**config.mk**
```make
export PLATFORM = sky130hd
export DESIGN_NAME = restoring_divider
export DESIGN_NICKNAME = d
export VERILOG_FILES = /design/src/rtl/div_pkg.sv /design/src/rtl/div_control.sv /design/src/rtl/div_datapath.sv /design/src/rtl/restoring_divider.sv
export SDC_FILE = /design/constraint.sdc
export NUM_CORES = 1
export LEC_CHECK = 0
export CORE_UTILIZATION = 47
export CTS_CLUSTER_DIAMETER = 50
export CTS_CLUSTER_SIZE = 8
export DETAILED_ROUTE_END_ITERATION = 6
export GPL_TIMING_DRIVEN = 0
export HOLD_SLACK_MARGIN = 0.08
export PLACE_DENSITY = 0.85
export SLEW_MARGIN = 10
export SYNTH_ARGS = -nofsm -noshare
export SYNTH_HDL_FRONTEND = slang
export SYNTH_HIERARCHICAL = 1
export SYNTH_SLANG_ARGS = --single-unit
```
**constraint.sdc**
```tcl
create_clock -name clk -period 2.8 [get_ports clk]
set_clock_uncertainty 0.15 [all_clocks]
set_input_delay 0.56 -clock clk [delete_from_list [all_inputs] [get_ports clk]]
set_output_delay 0.56 -clock clk [all_outputs]
set_load 0.005 [all_outputs]
```
**src/rtl/div_pkg.sv**
```systemverilog
package div_pkg;

  typedef enum logic {
    ST_IDLE = 1'b0,
    ST_RUN  = 1'b1
  } div_state_e;

  // One restoring-division iteration for an operand width of w bits.
  // part_in is w+1 bits wide, quo_in and dvs are w bits wide.
  // The result is packed as {negative_flag, next_partial, next_quotient}.
  function automatic logic [64:0] step_pack(input int unsigned w,
                                            input logic [32:0] part_in,
                                            input logic [31:0] quo_in,
                                            input logic [31:0] dvs);
    logic [32:0] shifted;
    logic [32:0] trial;
    logic [32:0] mask;
    logic [31:0] qmask;
    logic [31:0] next_q;
    logic        neg;
    mask    = (33'd1 << (w + 1)) - 33'd1;
    qmask   = 32'((33'd1 << w) - 33'd1);
    shifted = ((part_in << 1) | {32'd0, quo_in[w-1]}) & mask;
    trial   = (shifted - {1'b0, dvs}) & mask;
    neg     = trial[w];
    next_q  = (quo_in << 1) & qmask;
    if (neg) begin
      trial = (trial + {1'b0, dvs}) & mask;
    end else begin
      next_q = next_q | 32'd1;
    end
    step_pack = {neg, trial[31:0], next_q};
  endfunction

endpackage

```
**src/rtl/div_control.sv**
```systemverilog
module div_control #(
  parameter int WIDTH = 8
) (
  input  logic clk,
  input  logic rst_n,
  input  logic start,
  output logic load_en,
  output logic step_en,
  output logic last_step,
  output logic busy,
  output logic done
);
  import div_pkg::*;

  localparam int CW = (WIDTH > 1) ? $clog2(WIDTH) : 1;
  localparam logic [CW-1:0] LAST = CW'(WIDTH - 1);

  div_state_e      state_q;
  logic [CW-1:0]   iter_q;
  logic            done_q;

  assign load_en   = start && (state_q == ST_IDLE);
  assign step_en   = (state_q == ST_RUN);
  assign last_step = step_en && (iter_q == LAST);
  assign busy      = step_en;
  assign done      = done_q;

  always_ff @(posedge clk or negedge rst_n) begin
    if (!rst_n) begin
      state_q <= ST_IDLE;
      iter_q  <= '0;
      done_q  <= 1'b0;
    end else begin
      done_q <= last_step;
      if (load_en) begin
        state_q <= ST_RUN;
        iter_q  <= '0;
      end else if (last_step) begin
        state_q <= ST_IDLE;
        iter_q  <= '0;
      end else if (step_en) begin
        iter_q <= iter_q + 1'b1;
      end
    end
  end

endmodule

```
**src/rtl/div_datapath.sv**
```systemverilog
module div_datapath #(
  parameter int WIDTH = 8
) (
  input  logic             clk,
  input  logic             rst_n,
  input  logic             load_en,
  input  logic             step_en,
  input  logic [WIDTH-1:0] dividend,
  input  logic [WIDTH-1:0] divisor,
  output logic [WIDTH-1:0] quo_val,
  output logic [WIDTH-1:0] rem_val,
  output logic [WIDTH-1:0] dvs_val,
  output logic             zero_dvs,
  output logic             trial_neg
);
  import div_pkg::*;

  localparam int AW = WIDTH + 1;

  logic [AW-1:0]    part_q;
  logic [WIDTH-1:0] quo_q;
  logic [WIDTH-1:0] dvs_q;
  logic             zero_q;

  logic [64:0]      packed_step;
  logic [AW-1:0]    part_next;
  logic [WIDTH-1:0] quo_next;

  always_comb begin
    packed_step = step_pack(WIDTH, 33'(part_q), 32'(quo_q), 32'(dvs_q));
    trial_neg   = packed_step[64];
    part_next   = packed_step[32 +: AW];
    quo_next    = packed_step[0 +: WIDTH];
  end

  always_ff @(posedge clk or negedge rst_n) begin
    if (!rst_n) begin
      part_q <= '0;
      quo_q  <= '0;
      dvs_q  <= '0;
      zero_q <= 1'b0;
    end else if (load_en) begin
      part_q <= '0;
      quo_q  <= dividend;
      dvs_q  <= divisor;
      zero_q <= (divisor == '0);
    end else if (step_en) begin
      part_q <= part_next;
      quo_q  <= quo_next;
    end
  end

  assign quo_val  = quo_q;
  assign rem_val  = part_q[WIDTH-1:0];
  assign dvs_val  = dvs_q;
  assign zero_dvs = zero_q;

endmodule

```
**src/rtl/restoring_divider.sv**
```systemverilog
module restoring_divider #(
  parameter int WIDTH = 8
) (
  input  logic             clk,
  input  logic             rst_n,
  input  logic             start,
  input  logic [WIDTH-1:0] dividend,
  input  logic [WIDTH-1:0] divisor,
  output logic             busy,
  output logic             done,
  output logic [WIDTH-1:0] quotient,
  output logic [WIDTH-1:0] remainder,
  output logic             div_by_zero
);

  logic             load_en;
  logic             step_en;
  logic             last_step;
  logic             trial_neg;
  logic [WIDTH-1:0] dvs_held;

  div_control #(.WIDTH(WIDTH)) u_ctrl (
    .clk       (clk),
    .rst_n     (rst_n),
    .start     (start),
    .load_en   (load_en),
    .step_en   (step_en),
    .last_step (last_step),
    .busy      (busy),
    .done      (done)
  );

  div_datapath #(.WIDTH(WIDTH)) u_dp (
    .clk       (clk),
    .rst_n     (rst_n),
    .load_en   (load_en),
    .step_en   (step_en),
    .dividend  (dividend),
    .divisor   (divisor),
    .quo_val   (quotient),
    .rem_val   (remainder),
    .dvs_val   (dvs_held),
    .zero_dvs  (div_by_zero),
    .trial_neg (trial_neg)
  );

endmodule

```
### Yosys cells after proc, flatten, opt, wreduce, memory -nomap -nowiden

Cells that the tools add are included.

* bits in registers: 30
* word-level logic and storage cells: 30

* $add $sub $neg: 3
* equal/unequal tests: 1
* muxes and demuxes: 11
* bitwise gates (word level): 2
* reductions and logical operators: 6

Operators by type and width (count)
* 8-bit two-way mux: 5
* 3-bit two-way mux: 3
* 9-bit by 1-bit bitwise OR with 9-bit output: 1
* 9-bit by 8-bit subtractor with 9-bit output: 1
* 8-bit adder: 1
* 8-bit logical NOT: 1
* 2-bit nonzero test: 2
* 3-bit by 1-bit adder with 3-bit output, second input constant: 1
* 3-bit == test, second input constant: 1
* 1-bit two-way mux: 3
* 3-bit nonzero test: 1
* 1-bit logical AND: 2
* 1-bit NOT: 1

### Depth between registers and ports, before layout

Gate-level depths: netlist (run 1).

* depth in word-level cells: 6
* depth in mapped cells: 15
* gate-level depth less buffers: 15

### Cells and area by module

Netlist (run 1), hierarchy kept.

By module, submodules not included
* div_datapath: times used 1, cells an instance 193, area each 1781.7 µm², seq. area each 625.6 µm²
* div_control: times used 1, cells an instance 17, area each 219.0 µm², seq. area each 125.1 µm²

### Worst setup path before layout (run 1)

No wires, ideal clock.

* kind: register to register
* start: register u_dp.quo_q[7], in the netlist u_dp/quo_val[7]
* end: register u_dp.part_q[7]
* arrival time: 2797 ps
* required time: 2556 ps
* slack: -241 ps
* cell stages (with the launch flop): 15
* path buffers: 0
* period minus slack after synthesis: 3041 ps
* cell sequence: dfrtp_1 inv_1 ha_1 fa_1 nor2b_1 o31a_1 a21oi_1 ha_1 and3_1 a21oi_1 a31oi_1 xnor2_1 nor3_1 xnor2_1 a211oi_1

* cells in the longest elaborated chain, start to end: 6

RTL lines
* start: declaration: line div_datapath.sv:21 `logic [WIDTH-1:0] quo_q;`
* start signal: assignment: line div_datapath.sv:44 `quo_q <= dividend;`
* start signal: assignment: line div_datapath.sv:49 `quo_q <= quo_next;`
* 9-bit by 1-bit bitwise OR with 9-bit output *: line div_pkg.sv:23 `shifted = ((part_in << 1) | {32'd0, quo_in[w-1]}) & mask;`
* 9-bit by 8-bit subtractor with 9-bit output *: line div_pkg.sv:24 `trial = (shifted - {1'b0, dvs}) & mask;`
* 8-bit adder: line div_pkg.sv:28 `trial = (trial + {1'b0, dvs}) & mask;`
* 8-bit two-way mux *: line div_pkg.sv:27 `if (neg) begin`
* 8-bit two-way mux *: line div_datapath.sv:47 `end else if (step_en) begin`
* 8-bit two-way mux *: line div_datapath.sv:42 `end else if (load_en) begin`
* end signal: assignment: line div_datapath.sv:48 `part_q <= part_next;`
* end: declaration: line div_datapath.sv:20 `logic [AW-1:0] part_q;`

Every way passes the cells marked *; elsewhere a longest branch is shown, timed or not. The select of a mux whose other input is x is not followed.
A chain may end at the register's enable or synchronous reset.

### Final worst setup path (run 1)

* start: register u_dp.dvs_q[1], in the netlist u_dp/dvs_val[1]
* end: register u_dp.part_q[7]

* cells in the longest elaborated chain, start to end: 5

RTL lines
* start: declaration: line div_datapath.sv:22 `logic [WIDTH-1:0] dvs_q;`
* start signal: assignment: line div_datapath.sv:45 `dvs_q <= divisor;`
* 9-bit by 8-bit subtractor with 9-bit output: line div_pkg.sv:24
* 8-bit adder: line div_pkg.sv:28
* 8-bit two-way mux *: line div_pkg.sv:27
* 8-bit two-way mux *: line div_datapath.sv:47
* 8-bit two-way mux *: line div_datapath.sv:42

Marked as above.

==> qor.yml, run 1 <==
global_routing:
  grt_pass1_wl_microns: 8020
  track_usage: 0.240
  grt_pass1_vias: 1691
  antenna_found_initial: 0
  grt_overflow: 0
  grt_max_degree: 31
floorplan:
  initial_core_util: 0.493
  die_h_microns: 67.2
  die_w_microns: 67.2
  rows: 23
  fp.dieArea_sq_um: 4520
  ios: 38
  fp.coreArea_sq_um: 4060
placement:
  dp.final_hpwl_microns: 3140
  pre_cts_slack_ns: -0.463
  globalplace.congestion: 0.812
  portBuffers: 37
synthesis:
  synthAdderAreaFrac: 0.120
  netlist_area_sq_um: 2000
  synth_area_per_cell_sq_um: 9.53
  yosysUniqueCellTypes: 52
  synth_top_family_by_area: "compound AO/OA/AOI/OAI gates"
  synthXorXnorAreaFrac: 0.0482
  yosysSeqAreaShare: 0.375
  synthSimpleGateAreaFrac: 0.161
  synth-edff-count: 0
  synth_nets: 247
  synth_ff_type: "dfrtp_1"
  syn_inst: 210
  async_flop_share: 1.00
  ys_ff_latch: 30
  synth_compound_area_frac: 0.192
  yosysWarningCount: 6
  synth_mux_area_frac: 0.0607
run:
  cap_violations: 0
route:
  num_vias: 1917
  drt_iter0_markers: 128
  final_antenna_net_count: 0
  wl_per_cell_microns: 16.9
  viasPerCell: 5.84
  first_pass_iters: 4
  wl_microns: 5530
  drc: 0
timing:
  rsz0062_at_grt: "yes"
  final.setup.worst_slack_ns: -0.389
  fmax_mhz: 314
  period_needed_ns: 3.19
  final_max_slew_viol_count: 0
  tightest_slew_ns: 0.666
  hold_viol: 0
  fin_crit_sh: 1.14
  maxSlewHeadroom: 0.556
  setup_violations: 7
  hold_slack_ns: 0.159
cells_and_area:
  fin_nets: 315
  area_delta_synth_final_pct: 44.1
  diodes: 0
  layout-drive-gt1-share: 0.270
  utilization: 0.710
clock_network:
  clk_path_buf_depth: 2
  cts-buffers-inserted: 5
  clk_pin_slew_ns: 0.06
  cts_tree: "built"
  ctsHoldBuffers: 0
  clock_latency_ns: 0.28
  htree_levels: 2
  cts_root_buf: "clkbuf_8"
  cts.sinks: 30
outcome:
  failed_checks: "negative setup slack"
  status: "complete, but fails checks"
worst_setup_path:
  worstReg2RegEnd: "u_dp/part_q[7]"
  ff2ff_setup_slack_ns: -0.39
  worstPathMaxFanout: 2
  cp.arrival_ns: 3.23
  r2r.worst_path.cells: 14
  endpoint_kind: "flip-flop"
  r2r-start: "u_dp/dvs_val[1]"
  crit_required_ns: 2.84
  criticalPathCategory: "flip-flop to flip-flop"
  cp-start-kind: "flip-flop"
min_path:
  holdCritPathClass: "primary input to asynchronous set/reset pin"
## cell type report
| class | instances | area, sq um |
|---|---|---|
| Tap cell | 50 | 62.6 |
| Clock inverter | 1 | 30.0 |
| Buffer | 8 | 33.8 |
| Clock buffer | 6 | 82.6 |
| Multi-Input combinational cell | 158 | 1320 |
| Sequential cell | 30 | 751 |
| Inverter | 14 | 52.6 |
| Fill cell | 252 | 1170 |
| Timing Repair Buffer | 61 | 553 |
## worst max-delay path: stages, from the launching register on
cell	delay [ns]
dfrtp_1	0.37
inv_2	0.05
ha_1	0.30
a21o_1	0.20
a41o_1	0.23
nor2_2	0.17
xnor2_2	0.15
ha_1	0.27
or2_2	0.29
a21oi_2	0.17
a31oi_1	0.07
xnor2_1	0.23
nor3_2	0.08
xnor2_1	0.14
a211oi_1	0.22
## Yosys cell counts (2+ instances only)
cell | number | area (sq um)
nor4_1 | 2 | 12.5
xnor2_1 | 11 | 96.3
and3b_1 | 2 | 17.5
buf_1 | 2 | 7.51
nor3_1 | 5 | 25.0
ha_1 | 16 | 200
o21ai_0 | 18 | 90.1
nor2_1 | 16 | 60.1
fa_1 | 2 | 40.0
nand2_1 | 19 | 71.3
a211oi_1 | 5 | 37.5
dfrtp_1 | 30 | 751
o21a_1 | 2 | 15.0
a21o_1 | 4 | 30.0
mux2i_1 | 11 | 110
nand3_1 | 2 | 10.0
inv_1 | 14 | 52.6
clkbuf_1 | 5 | 18.8
a21oi_1 | 10 | 50.1
nor2b_1 | 2 | 12.5
## timing repair
action | CTS | global route
setup endpoints to repair | 3 | 7
cloned | 0 | 0
resized for setup | 7 | 26
buffers inserted | 12 | 13
pin swaps | 15 | 31
## per-stage QoR
stage                     area, sq um  setup TNS, ns  cells
after floorplan                  2010         -0.178    210
after CTS                        2660         -0.527    316
final                            2880         -0.917    328
after global placement           2440         -0.693    297
after detailed placement         2440         -0.829    297
after global routing             2880          -1.61    328
## placed cells by master, fill, tap and decap left out, drive strengths merged, types with 3 or more instances in the layout
cell type / instances
nor3: 5
a21o: 4
nand2: 19
inv: 14
buf: 28
mux2i: 11
ha: 16
a21oi: 10
a211oi: 6
clkdlybuf4s50: 36
o21ai: 20
nand3: 3
xnor2: 11
clkbuf: 11
dfrtp: 30
nor2: 18
## how the worst max path moves through the flow
stage / slack, ns / depth (start not counted) / startpoint / to
global route: -0.51 / 14 / u_dp/dvs_val[1] / u_dp/part_q[7]
detailed placement: -0.46 / 14 / u_dp/dvs_val[1] / u_dp/part_q[7]
global placement: -0.42 / 14 / u_dp/dvs_val[1] / u_dp/part_q[7]
CTS: -0.28 / 15 / u_dp/quo_val[7] / u_dp/part_q[7]
finish: -0.39 / 14 / u_dp/dvs_val[1] / u_dp/part_q[7]
floorplan: -0.18 / 14 / u_dp/dvs_val[1] / u_dp/part_q[7]
## sequential cells by signal (all words and copies together) (netlist names)
register,flops
u_ctrl/busy,1
u_ctrl/done,1
u_ctrl/iter_q,3
u_dp/dvs_val,8
u_dp/part_q,8
u_dp/quo_val,8
u_dp/zero_dvs,1
## logic make-up after synthesis
logic type | count (synthesis)
compound gates | 57
mux | 12
xor+xnor | 11
fa+ha+maj | 18
simple gates | 60
flops | 30
buf+inv | 22
## metal layers
metal / global-route usage / vias to the layer above / share of wire
met1: 0.304 / 951 / 0.45
li1: - / 880 / -
met5: 0 / - / 0
met2: 0.404 / 67 / 0.48
met4: 0.0878 / 0 / 0.028
met3: 0.0439 / 19 / 0.043
Power of run 1 is not shown: default switching activity piles up to over one toggle a cycle in this logic, so the estimate is an artifact.
==> run 2, diff against run 1 <==
--- a/config.mk
+++ b/config.mk
@@ -5,13 +5,13 @@
 export SDC_FILE = /design/constraint.sdc
 export NUM_CORES = 1
 export LEC_CHECK = 0
-export CORE_UTILIZATION = 47
+export CORE_UTILIZATION = 50
 export CTS_CLUSTER_DIAMETER = 50
 export CTS_CLUSTER_SIZE = 8
 export DETAILED_ROUTE_END_ITERATION = 6
 export GPL_TIMING_DRIVEN = 0
 export HOLD_SLACK_MARGIN = 0.08
-export PLACE_DENSITY = 0.85
+export PLACE_DENSITY = 0.86
 export SLEW_MARGIN = 10
 export SYNTH_ARGS = -nofsm -noshare
 export SYNTH_HDL_FRONTEND = slang
==> constraint.sdc (replaced) <==
create_clock -name clk -period 3.9 [get_ports clk]
set_clock_uncertainty 0.15 [all_clocks]
set_input_delay 0.78 -clock clk [delete_from_list [all_inputs] [get_ports clk]]
set_output_delay 0.78 -clock clk [all_outputs]
set_load 0.005 [all_outputs]
==> run 2 against run 1 <==
Against the previous run: the run now ends clean; non-clock buffer count fell by 24; die area fell by 5.8%; hold slack improved by 0.19 ns; final cell count fell by 7.9%; global-route usage fell by 1.6 points; sequential share of layout area rose by 3.5 points; clock-buffer cell count did not move; register-to-register slack improved by 0.91 ns; via count fell by 12%; critical path type unchanged.
==> qor.yml, run 2 (synthesis results as in run 1) <==
global_routing:
  grt_max_degree: 31  # unchanged
  grt_pass1_vias: 1607  # -5.0%
  track_usage: 0.224  # -0.0160
  grt_pass1_wl_microns: 7260  # -9.5%
  grt_overflow: 0  # unchanged
  antenna_found_initial: 0  # unchanged
floorplan:
  die_h_microns: 65.3  # -3.0%
  ios: 38  # unchanged
  die_w_microns: 65.3  # -3.0%
  fp.coreArea_sq_um: 3740  # -7.7%
  initial_core_util: 0.534  # +0.0414
  rows: 22  # -4.3%
  fp.dieArea_sq_um: 4260  # -5.8%
worst_setup_path:
  ff2ff_setup_slack_ns: 0.52  # +0.91 ns
  worstReg2RegEnd: "u_dp/part_q[7]"
  cpLargestDelayFamily: "adder cells"
  cp_common_cell: "xnor2_1"
  slowest_delay_ns: 0.49  # +0.12 ns
  worstPathMaxFanout: 5  # +3
  r2r-start: "u_dp/quo_val[7]"
  critPathBufInv: 1  # unchanged
  cp.arrival_ns: 3.43  # +0.20 ns
  crit_slowest_cell: "fa_1"
  criticalPathCategory: "flip-flop to flip-flop"
  crit_required_ns: 3.95  # +1.11 ns
  r2r.worst_path.cells: 15  # +1
  cp_cell_sequence: "inv_1 > ha_1 > fa_1 > nor2b_1 > o31a_1 > o21a_1 > nor2_1 > xnor2_1 > ha_1 > a21oi_1 > a31oi_1 > xnor2_1 > nor3_1 > xnor2_1 > a211oi_1"
  cp-start-kind: "flip-flop"
  endpoint_kind: "flip-flop"
cells_and_area:
  fin_nets: 291  # -7.6%
  diodes: 0  # unchanged
  most-common-layout-cells: "clkdlybuf4s50_1, dfrtp_1, nand2_1"
  layout-drive-gt1-share: 0.0827  # -0.187
  final_common_cell: "clkdlybuf4s50_1"
  area_delta_synth_final_pct: 26.9
  fillCellCount: 309  # +23%
  finalNonFillerCells: 302  # -7.9%
run:
  cap_violations: 0  # unchanged
outcome:
  status: "complete, no violations"
clock_network:
  postCtsResizedCells: 0  # -7
  cts.sinks: 30  # unchanged
  clk_pin_slew_ns: 0.07  # about the same
  cts-buffers-inserted: 5  # unchanged
  htree_levels: 2  # unchanged
  cts_root_buf: "clkbuf_8"
  cts_tree: "built"
  clock_latency_ns: 0.29  # about the same
  post_cts_buffers: 0  # -12
  clk_path_buf_depth: 2  # unchanged
  ctsHoldBuffers: 0  # unchanged
route:
  final_antenna_net_count: 0  # unchanged
  drc: 0  # unchanged
  first_pass_iters: 4  # unchanged
  drt_iter0_markers: 86  # -33%
  wl_per_cell_microns: 14.0  # -17%
  viasPerCell: 5.57  # -4.7%
  num_vias: 1682  # -12%
  wl_microns: 4230  # -23%
timing:
  fmax_mhz: 296  # -5.7%
  maxSlewHeadroom: 0.557  # +0.00117
  tightest_slew_ns: 0.664  # -0.00176 ns
  final_max_slew_viol_count: 0  # unchanged
  hold_viol: 0  # unchanged
  hold_slack_ns: 0.352  # +0.194 ns
  final.setup.worst_slack_ns: 0.517  # +0.906 ns
  setup_violations: 0  # -7
  rsz0062_at_grt: "no"
  period_needed_ns: 3.38  # +0.194 ns
  fin_crit_sh: 0.867  # -0.272
  tns_ns: 0  # +0.917 ns
placement:
  portBuffers: 37  # unchanged
  pre_cts_slack_ns: 0.573  # +1.04 ns
  dp.final_hpwl_microns: 3130  # -0.35%
  dpl.cell_count: 295  # -0.67%
  globalplace.congestion: 0.806  # -0.84%
min_path:
  hold_end: "u_ctrl/iter_q[2]"
  holdCritPathClass: "flip-flop to flip-flop"
  hold_path.startpoint: "u_ctrl/iter_q[2]"
  min_path_cells: 1
run 2: cell types whose count changed in the layout (fill, tap and decap cells not counted), moves of 3 or more:
| cell | delta |
|---|---|
| a21oi_2 | -5 |
| xnor2_2 | -3 |
| inv_2 | -6 |
| buf_4 | -22 |
| a21oi_1 | +6 |
| inv_1 | +6 |
| ha_1 | +5 |
| ha_4 | -5 |
| xnor2_1 | +3 |
run 2: worst max-delay path by stage:
stage | from | end | slack, ns | cells past startpoint
after global routing | u_dp/quo_val[7] | u_dp/part_q[7] | 0.24 | 15
final | u_dp/quo_val[7] | u_dp/part_q[7] | 0.52 | 15
after global placement | u_dp/quo_val[7] | u_dp/part_q[7] | 0.65 | 14
after floorplan | u_dp/quo_val[7] | u_dp/part_q[7] | 0.86 | 14
after CTS | u_dp/quo_val[7] | u_dp/part_q[7] | 0.54 | 14
after detailed placement | u_dp/quo_val[7] | u_dp/part_q[7] | 0.57 | 14
run 2: area by class of cell:
type	count	area, sq um	share of cell area
buffer	8	33.8	0.0133
tap	48	60.1	0.0237
sequential	30	751	0.296
clock inverter	1	30.0	0.0118
clock buffer	6	82.6	0.0325
multi-input combinational	158	1160	0.458
timing repair buffer	37	365	0.144
inverter	14	52.6	0.0207
run 2: per-layer routing:
layer / part of all wire / track usage
met2: 0.46 / 0.366
met5: 0 / 0
met3: 0.058 / 0.0417
met4: 0.015 / 0.0734
met1: 0.47 / 0.296
run 2: stage by stage:
step	util	area, sq um
after floorplan	-	2000
after global placement	0.649	2430
after detailed placement	0.648	2430
after CTS	0.678	2540
after global routing	0.678	2540
final	0.678	2540
Power of run 2 is left out for the same reason.
